`config.mk`:
```
export PLATFORM = sky130hd
export DESIGN_NAME = cpu_mode_ctrl
export DESIGN_NICKNAME = d
export VERILOG_FILES = /design/src/rtl/cpu_mode_pkg.sv /design/src/rtl/exc_arbiter.sv /design/src/rtl/mode_write_filter.sv /design/src/rtl/cpu_mode_ctrl.sv
export SDC_FILE = /design/constraint.sdc
export NUM_CORES = 1
export LEC_CHECK = 0
export BUFFER_PORTS_ARGS = -buffer_cell sky130_fd_sc_hd__buf_2
export CORE_AREA = 5 5 42 44
export CTS_CLUSTER_SIZE = 25
export DETAILED_ROUTE_END_ITERATION = 12
export DIE_AREA = 0 0 47 49
export PLACE_DENSITY = 0.67
export SLEW_MARGIN = 30
export SYNTH_ARGS = -nofsm -noshare
export SYNTH_HDL_FRONTEND = slang
export SYNTH_SLANG_ARGS = --single-unit
```
`constraint.sdc`:
```
create_clock -name clk -period 2 [get_ports clk]
set_clock_uncertainty 0.05 [all_clocks]
set_input_delay 0 -clock clk [delete_from_list [all_inputs] [get_ports clk]]
set_output_delay 0 -clock clk [all_outputs]
set_load 0.05 [all_outputs]
```
`src/rtl/cpu_mode_pkg.sv`:
```
// Package: mode codes, vector indices and the arbiter's selection record
// shared by the mode controller and its sub-blocks.
package cpu_mode_pkg;
    localparam int MODE_W = 5;
    localparam int VEC_W  = 3;

    localparam logic [MODE_W-1:0] M_USR = 5'b10000;
    localparam logic [MODE_W-1:0] M_FIQ = 5'b10001;
    localparam logic [MODE_W-1:0] M_IRQ = 5'b10010;
    localparam logic [MODE_W-1:0] M_SVC = 5'b10011;
    localparam logic [MODE_W-1:0] M_ABT = 5'b10111;
    localparam logic [MODE_W-1:0] M_UND = 5'b11011;
    localparam logic [MODE_W-1:0] M_SYS = 5'b11111;

    localparam logic [VEC_W-1:0] V_NONE = 3'd0;
    localparam logic [VEC_W-1:0] V_UND  = 3'd1;
    localparam logic [VEC_W-1:0] V_SWI  = 3'd2;
    localparam logic [VEC_W-1:0] V_ABT  = 3'd3;
    localparam logic [VEC_W-1:0] V_IRQ  = 3'd6;
    localparam logic [VEC_W-1:0] V_FIQ  = 3'd7;

    // One accepted exception: whether any was taken, where it goes,
    // its vector and whether it also masks fast interrupts.
    typedef struct packed {
        logic              take;
        logic [MODE_W-1:0] mode;
        logic [VEC_W-1:0]  vec;
        logic              set_fmask;
    } exc_sel_t;

    // True for the seven defined mode codes only.
    function automatic logic mode_is_legal(input logic [MODE_W-1:0] m);
        return (m == M_USR) || (m == M_FIQ) || (m == M_IRQ) || (m == M_SVC) ||
               (m == M_ABT) || (m == M_UND) || (m == M_SYS);
    endfunction
endpackage

```
`src/rtl/exc_arbiter.sv`:
```
// Module: exc_arbiter
// Picks the single highest-priority exception among abort, fast interrupt,
// normal interrupt, undefined and software interrupt. Interrupt lines are
// qualified by their masks. Assumes reset is handled by the caller, which
// overrides this choice. Purely combinational.
module exc_arbiter
    import cpu_mode_pkg::*;
(
    input  logic     abort_stb,
    input  logic     fiq_req,
    input  logic     irq_req,
    input  logic     undef_stb,
    input  logic     swi_stb,
    input  logic     fmask,
    input  logic     imask,
    output exc_sel_t sel
);
    localparam int NSRC = 5;

    logic [NSRC-1:0]        hit;
    logic [NSRC-1:0][MODE_W-1:0] tgt_mode;
    logic [NSRC-1:0][VEC_W-1:0]  tgt_vec;

    // Source table in priority order, index 0 highest.
    always_comb begin
        hit[0] = abort_stb;            tgt_mode[0] = M_ABT; tgt_vec[0] = V_ABT;
        hit[1] = fiq_req && !fmask;    tgt_mode[1] = M_FIQ; tgt_vec[1] = V_FIQ;
        hit[2] = irq_req && !imask;    tgt_mode[2] = M_IRQ; tgt_vec[2] = V_IRQ;
        hit[3] = undef_stb;            tgt_mode[3] = M_UND; tgt_vec[3] = V_UND;
        hit[4] = swi_stb;              tgt_mode[4] = M_SVC; tgt_vec[4] = V_SWI;
    end

    // Fixed-priority pick: scan from lowest to highest so the highest wins.
    always_comb begin
        sel = '{take: 1'b0, mode: M_SVC, vec: V_NONE, set_fmask: 1'b0};
        for (int i = NSRC - 1; i >= 0; i--) begin
            if (hit[i]) begin
                sel.take      = 1'b1;
                sel.mode      = tgt_mode[i];
                sel.vec       = tgt_vec[i];
                sel.set_fmask = (i == 1);
            end
        end
    end
endmodule

```
`src/rtl/mode_write_filter.sv`:
```
// Module: mode_write_filter
// Decides whether a software mode-change write is accepted. It must come
// from a privileged mode and carry one of the seven legal codes. Also flags
// writes that reopen interrupts. Assumes the caller gives exceptions
// precedence over the write. Purely combinational.
module mode_write_filter
    import cpu_mode_pkg::*;
(
    input  logic [MODE_W-1:0] cur_mode,
    input  logic              wr_valid,
    input  logic [MODE_W-1:0] wr_code,
    output logic              accept,
    output logic              clr_masks
);
    // Gate the write on privilege and code legality.
    always_comb begin
        accept    = wr_valid && (cur_mode != M_USR) && mode_is_legal(wr_code);
        clr_masks = accept && ((wr_code == M_USR) || (wr_code == M_SYS));
    end
endmodule

```
`src/rtl/cpu_mode_ctrl.sv`:
```
// Module: cpu_mode_ctrl (top)
// Holds the current mode, the two interrupt masks and a one-cycle record of
// the accepted exception. Reset beats exceptions, and exceptions beat
// software writes. Assumes strobes are single-cycle and synchronous to clk.
// Synchronous active-low reset.
module cpu_mode_ctrl
    import cpu_mode_pkg::*;
(
    input  logic              clk,
    input  logic              rst_n,
    input  logic              fiq_req,
    input  logic              irq_req,
    input  logic              swi_stb,
    input  logic              abort_stb,
    input  logic              undef_stb,
    input  logic              mode_wr_valid,
    input  logic [MODE_W-1:0] mode_wr_code,
    output logic [MODE_W-1:0] mode_o,
    output logic              priv_o,
    output logic              exc_taken_o,
    output logic [VEC_W-1:0]  exc_vec_o
);
    logic [MODE_W-1:0] mode_q;
    logic              fmask_q, imask_q;
    logic              taken_q;
    logic [VEC_W-1:0]  vec_q;

    exc_sel_t sel;
    logic     wr_accept, wr_clr;

    exc_arbiter u_arb (
        .abort_stb (abort_stb),
        .fiq_req   (fiq_req),
        .irq_req   (irq_req),
        .undef_stb (undef_stb),
        .swi_stb   (swi_stb),
        .fmask     (fmask_q),
        .imask     (imask_q),
        .sel       (sel)
    );

    mode_write_filter u_wrf (
        .cur_mode  (mode_q),
        .wr_valid  (mode_wr_valid),
        .wr_code   (mode_wr_code),
        .accept    (wr_accept),
        .clr_masks (wr_clr)
    );

    // Mode and mask update: reset, then an exception, then a software write.
    always_ff @(posedge clk) begin
        if (!rst_n) begin
            mode_q  <= M_SVC;
            fmask_q <= 1'b1;
            imask_q <= 1'b1;
        end else if (sel.take) begin
            mode_q  <= sel.mode;
            imask_q <= 1'b1;
            if (sel.set_fmask) fmask_q <= 1'b1;
        end else if (wr_accept) begin
            mode_q <= mode_wr_code;
            if (wr_clr) begin
                fmask_q <= 1'b0;
                imask_q <= 1'b0;
            end
        end
    end

    // Exception record: pulse and vector for one cycle after acceptance.
    always_ff @(posedge clk) begin
        if (!rst_n) begin
            taken_q <= 1'b0;
            vec_q   <= V_NONE;
        end else begin
            taken_q <= sel.take;
            vec_q   <= sel.take ? sel.vec : V_NONE;
        end
    end

    // Output drive.
    always_comb begin
        mode_o      = mode_q;
        priv_o      = (mode_q != M_USR);
        exc_taken_o = taken_q;
        exc_vec_o   = vec_q;
    end

    // only defined codes are ever held.
    p_mode_legal_r2: assert property (@(posedge clk) disable iff (!rst_n)
        mode_is_legal(mode_o));

    // an abort strobe always lands in Abort mode with vector 3.
    p_abort_entry_r3: assert property (@(posedge clk) disable iff (!rst_n)
        abort_stb |=> (mode_o == M_ABT) && exc_taken_o && (exc_vec_o == V_ABT));

    // an unmasked fast request without abort enters FIQ and masks both.
    p_fiq_entry_r4: assert property (@(posedge clk) disable iff (!rst_n)
        (fiq_req && !fmask_q && !abort_stb) |=> (mode_o == M_FIQ) && fmask_q && imask_q);

    // a masked normal request alone changes nothing.
    p_irq_masked_r8: assert property (@(posedge clk) disable iff (!rst_n)
        (imask_q && !abort_stb && !(fiq_req && !fmask_q) && !undef_stb && !swi_stb
         && !mode_wr_valid) |=> $stable(mode_o) && !exc_taken_o);

    // the vector is zero whenever no exception is being reported.
    p_vec_idle_r9: assert property (@(posedge clk) disable iff (!rst_n)
        !exc_taken_o |-> (exc_vec_o == V_NONE));

    // a write from User without any exception leaves User mode in place.
    p_user_write_ignored_r12: assert property (@(posedge clk) disable iff (!rst_n)
        ((mode_o == M_USR) && !sel.take) |=> (mode_o == M_USR));
endmodule

```
======== Yosys cells after proc, flatten, opt, wreduce, memory -nomap -nowiden ========
Cells that the tools add are included.
W data, S select, Z words.
storage, ports and cells
  register bits after elaboration ......... 11
  output and inout port bits .............. 10
  logic and storage cells ................. 49
operators by class
  equality and inequality tests ........... 9
  muxes and demuxes ....................... 11
  bitwise logic cells ..................... 2
  reduce and logical (&&, ||, !) cells .... 21
operators by type and width
  cell                  number
  $mux W10              5
  $eq A5 B5 Y1 const B  7
  $mux W5               2
  $logic_or A1 B1 Y1    7
  $logic_and A1 B1 Y1   5
  $ne A5 B5 Y1 const B  1
  $mux W1               4
  $reduce_and A2 Y1     2
  $reduce_bool A2 Y1    2
  $reduce_and A3 Y1     1
  $reduce_or A3 Y1      1
  $logic_not A1 Y1      2
  $ne A2 B2 Y1 const B  1
  $not A1 Y1            2
  $reduce_or A2 Y1      1

======== Depth between registers and ports, before layout ========
  word-level depth ........................ 12
  depth in mapped cells ................... 4
  depth with buffers taken out ............ 4

======== Hierarchy ========
From an unflattened synthesis, not the netlist that was laid out.
unflattened totals
  cell total of the unflattened synthesis .. 65
  area, all modules ....................... 623.1 µm²
modules (own cells, without submodules)
  module             times used  cells each  area an instance (µm²)  sequential area each (µm²)
  cpu_mode_ctrl      1           40          447.9                   220.2
  exc_arbiter        1           16          121.4                   0.0
  mode_write_filter  1           9           53.8                    0.0

======== Worst setup path before layout ========
Ideal clock, no wire load.
  path type ............................... register -> register
  start point ............................. register mode_q[0], in the netlist mode_o[0]
  end point ............................... register fmask_q
  setup time .............................. 0.120 ns
  arrival time ............................ 1.615 ns
  path slack .............................. 0.215 ns
  cell stages (with the launch flop) ...... 5
  path buffers ............................ 0
  clock period less this slack ............ 1.785 ns
  cells stage by stage .................... dfxtp_1 -> nor4_2 -> nand2_1 -> nand4_1 -> o31a_1
between the ends
  word-level cells in the longest chain between the ends .. 6
RTL lines
  item                                  line                     RTL
  start, declared                       cpu_mode_ctrl.sv:23      logic [MODE_W-1:0] mode_q;
  start signal, assigned                cpu_mode_ctrl.sv:57      mode_q <= sel.mode;
  start signal, assigned                cpu_mode_ctrl.sv:61      mode_q <= mode_wr_code;
  $ne A5 B5 Y1 *                        n/a
  named net priv_o                      cpu_mode_ctrl.sv:19      output logic priv_o,
  $logic_and A1 B1 Y1 * (2 in series)   mode_write_filter.sv:17  accept = wr_valid && (cur_mode != M_USR) && mode_is_legal(wr_code);
  $logic_and A1 B1 Y1                   mode_write_filter.sv:18  clr_masks = accept && ((wr_code == M_USR) || (wr_code == M_SYS));
  $reduce_bool A2 Y1 (no source line)   n/a
  $reduce_and A3 Y1 (no source line) *  n/a
  end signal, assigned                  cpu_mode_ctrl.sv:54      fmask_q <= 1'b1;
  end signal, assigned                  cpu_mode_ctrl.sv:59      if (sel.set_fmask) fmask_q <= 1'b1;
  end signal, assigned                  cpu_mode_ctrl.sv:63      fmask_q <= 1'b0;
  end, declared                         cpu_mode_ctrl.sv:24      logic fmask_q, imask_q;
The timed path passes the listed nets; every way through them passes the cells marked *.
A chain may end at the register's enable or synchronous reset.

======== Worst setup path after layout ========
  start point ............................. input undef_stb
  end point ............................... register mode_q[2], in the netlist mode_o[2]
between the ends
  word-level cells in the longest chain between the ends .. 5
RTL lines
  item                                           line                 RTL
  start, declared                                cpu_mode_ctrl.sv:15  input logic undef_stb,
  $mux W10 * (4 in series)                       exc_arbiter.sv:37    if (hit[i]) begin
  $mux W5 or $reduce_bool A2 Y1 (tied branches)  n/a
Mark *: on every way between the ends. The rest lies on a longest branch, timed or not.

==> results.toml <==
[global_routing]
grt_usage_pct = 12.9
number_of_antenna_violations_at_the_first_check_in_global_routing = 0
grt_pass1_wl_um = 2220
global_route.overflow_total = 0
largest_net_degree_at_the_start_of_global_routing = 9
grt_pass1_vias = 506

[floorplan]
die_height_um = 49
num_rows = 14
core_um2 = 1400
initial_standard_cell_utilization_of_the_core_pct = 36.0
top_level_ports = 23
die_w_um = 47
die_area_um2 = 2300

[clock_tree]
number_of_hold_buffers_added_after_cts = 3
postCtsSetupBuffers = 0
clock_sinks = 11
cts_inserted_buffers = 3
cts_tree = "built"
htree_num_levels = 1
cts-root-to-sink-buffers = 2
root_buffer = "clkbuf_4"
clk_slew_on_worst_s_h_paths_ns = 0.07
clock_latency_ns = 0.27
cts.repair.resized = 0

[power_and_ir_drop]
vdd.ir_drop.worst_v = 0.000454
powerDensity_nw_per_um2 = 679
power.leakage_nw = 0.297

[timing]
finalHoldViolations = 0
slew_violations = 0
post-route-min-period_ns = 1.54
rsz0062_at_grt = "no"
timing_worst_slew_pin_value_ns = 0.345
slew-limit-headroom_pct = 76.9
fin_tns_setup_ns = 0
hold_slack_ns = 0.00113
fmax_ghz = 0.649
final_critical_path_share_of_the_clock_period_pct = 77.1
report.final.setup_viol = 0

[synth]
synthesis.instances = 55
postSynthNetCount = 68
synth_edf_count = 0
synthesis.yosys.warnings = 0
netlist-cell-type-count = 29
synth_area_leaders = "dfxtp_1 44%, nand2_1 5.2%, a21oi_1 5.0%, nand2b_1 3.7%, nand4_1 3.7%"
ys_seq_area_share_pct = 43.7
synth-main-ff-cell = "dfxtp_1"
synthesis.area_um2 = 504
ys_seq_elements = 11
proportion_of_register_bits_with_asynchronous_set_or_reset_after_synthesis_pct = 0
synth_area_per_cell_um2 = 9.17
synth_top_cell_area_share_pct = 43.7
synth_largest_area_cell = "dfxtp_1"

[worst_setup_path]
critical_path_class = "in -> reg"
critPathTopFamily = "simple AND/OR/NAND/NOR gates"
cp_slowest_cell = "dlygate4sd3_1"
setup.worst_path.start_class = "input pin"
timing.critical_path.arrival_ns = 1.65
crit_path_cell_trace = "dlygate4sd3_1 > buf_2 > nor2_1 > nand4_1 > or2_4 > o221a_1"
timing.reg2reg.setup_slack_ns = 0.50
slowest_cell_delay_on_critical_path_ns = 0.53
cell_count_of_the_worst_reg_to_reg_path = 4
timing.critical_path.fanout_max = 5
critical_path.reg2reg.endpoint = "mode_o[1]"
r2r_start = "mode_o[1]"
crit_required_ns = 2.11
crit_path_end_kind = "register"
cp_num_buf_inv = 2

[placed_design]
placement.io_buffers = 22
placer_congestion_estimate = 0.811
dp_hpwl_um = 1000

[final_layout]
final_nets = 97
area_growth_pct = 36.2
antenna_cells_inserted = 0
drive_above_1_share_pct = 34.9

[drt]
route.detailed.drc = 0
dr_total_vias = 532
routed_wirelength_um = 1360
detailedRoute.firstPassIterationCount = 4
wl_per_instance_um = 13.7
per_cell_via_count_in_the_routed_design = 5.37
drt.antenna.violating_nets = 0
first_iter_violations = 12

[min_path]
worst_hold_path_type = "in -> reg"
worstHoldPathCells = 3
hold_end = "exc_vec_o[1]"
holdCritStartpoint = "swi_stb"

[run]
max_cap_violations = 0

[status]
outcome = "finished, final reports clean"
[report_power, final]
part	leakage (nW)	internal, mW	switching (mW)
Clock	0.0150	0.0772	0.0746
Sequential	0.0904	0.226	0.00353
Combinational	0.191	0.0299	0.0550
Total	0.297	0.333	0.133
[metal layers]
layer  vias up  part of all wire (%)  track usage (%)
met4         0                   1.0             4.15
met5         -                     0                0
met1       254                    42             16.3
met3         2                   4.4             3.32
met2        11                    53             20.6
li1        265                     -                -
[tightest hold or removal path, cell delays in order]
cell and delay [ns]:
buf_2 0.12, nand2b_1 0.07, a21oi_1 0.07
[layout by cell type, fill, tap and decap left out, drive strengths merged, types with 2 or more instances in the layout]
cell type	synthesis	routed
nand2	7	7
nand2b	3	3
nand4	3	3
buf	0	22
inv	3	3
nor4	2	2
dlygate4sd3	0	3
a21oi	5	5
clkbuf	1	4
dfxtp	11	11
[how the worst max path moves through the flow]
stage / start / endpoint / slack (ns) / cells past startpoint
global placement: mode_o[0] / mode_o[2] / 0.55 / 4
global route: undef_stb / mode_o[2] / 0.37 / 6
CTS: undef_stb / mode_o[2] / 0.46 / 6
detailed placement: mode_o[0] / mode_o[2] / 0.49 / 4
finish: undef_stb / mode_o[2] / 0.46 / 6
floorplan: mode_o[0] / fmask_q / 0.21 / 4
[kinds of logic (layout without fill, tap and decap cells)]
kind of cell	after synthesis	in the layout	share of synthesized area (%)
compound gates	15	15	22.8
buf+inv	4	32	2.98
flops	11	11	43.7
mux	2	2	4.22
simple gates	23	23	26.3
[metrics by stage]
stage               std cells  power, mW  cell area, µm²  setup WS (ns)  utilization, %
floorplan                  55      0.286             504          0.215               -
global placement           92      0.314             631          0.548            45.0
detailed placement         92      0.314             631          0.490            45.0
CTS                        99      0.473             687          0.463            49.0
global route               99      0.490             687          0.374            49.0
finish                     99      0.466             687          0.458            49.0
[Yosys cell counts, drive strengths merged, types with 2 or more instances]
cell / instances
dfxtp: 11
nand2: 7
a21oi: 5
inv: 3
nand2b: 3
nand4: 3
nor4: 2
[registers in the layout (all words and copies together), names as in the netlist]
name and flops:
exc_taken_o 1, exc_vec_o 3, fmask_q 1, imask_q 1
mode_o 5
[layout make-up]
class                           instances  area, µm²
Tap cell                               16       20.0
Timing Repair Buffer                   25        140
Multi-Input combinational cell         40        269
Clock buffer                            4       26.3
Inverter                                3       11.3
Sequential cell                        11        220
Fill cell                             145        714
Note: power is estimated with default switching activity, not from simulation.
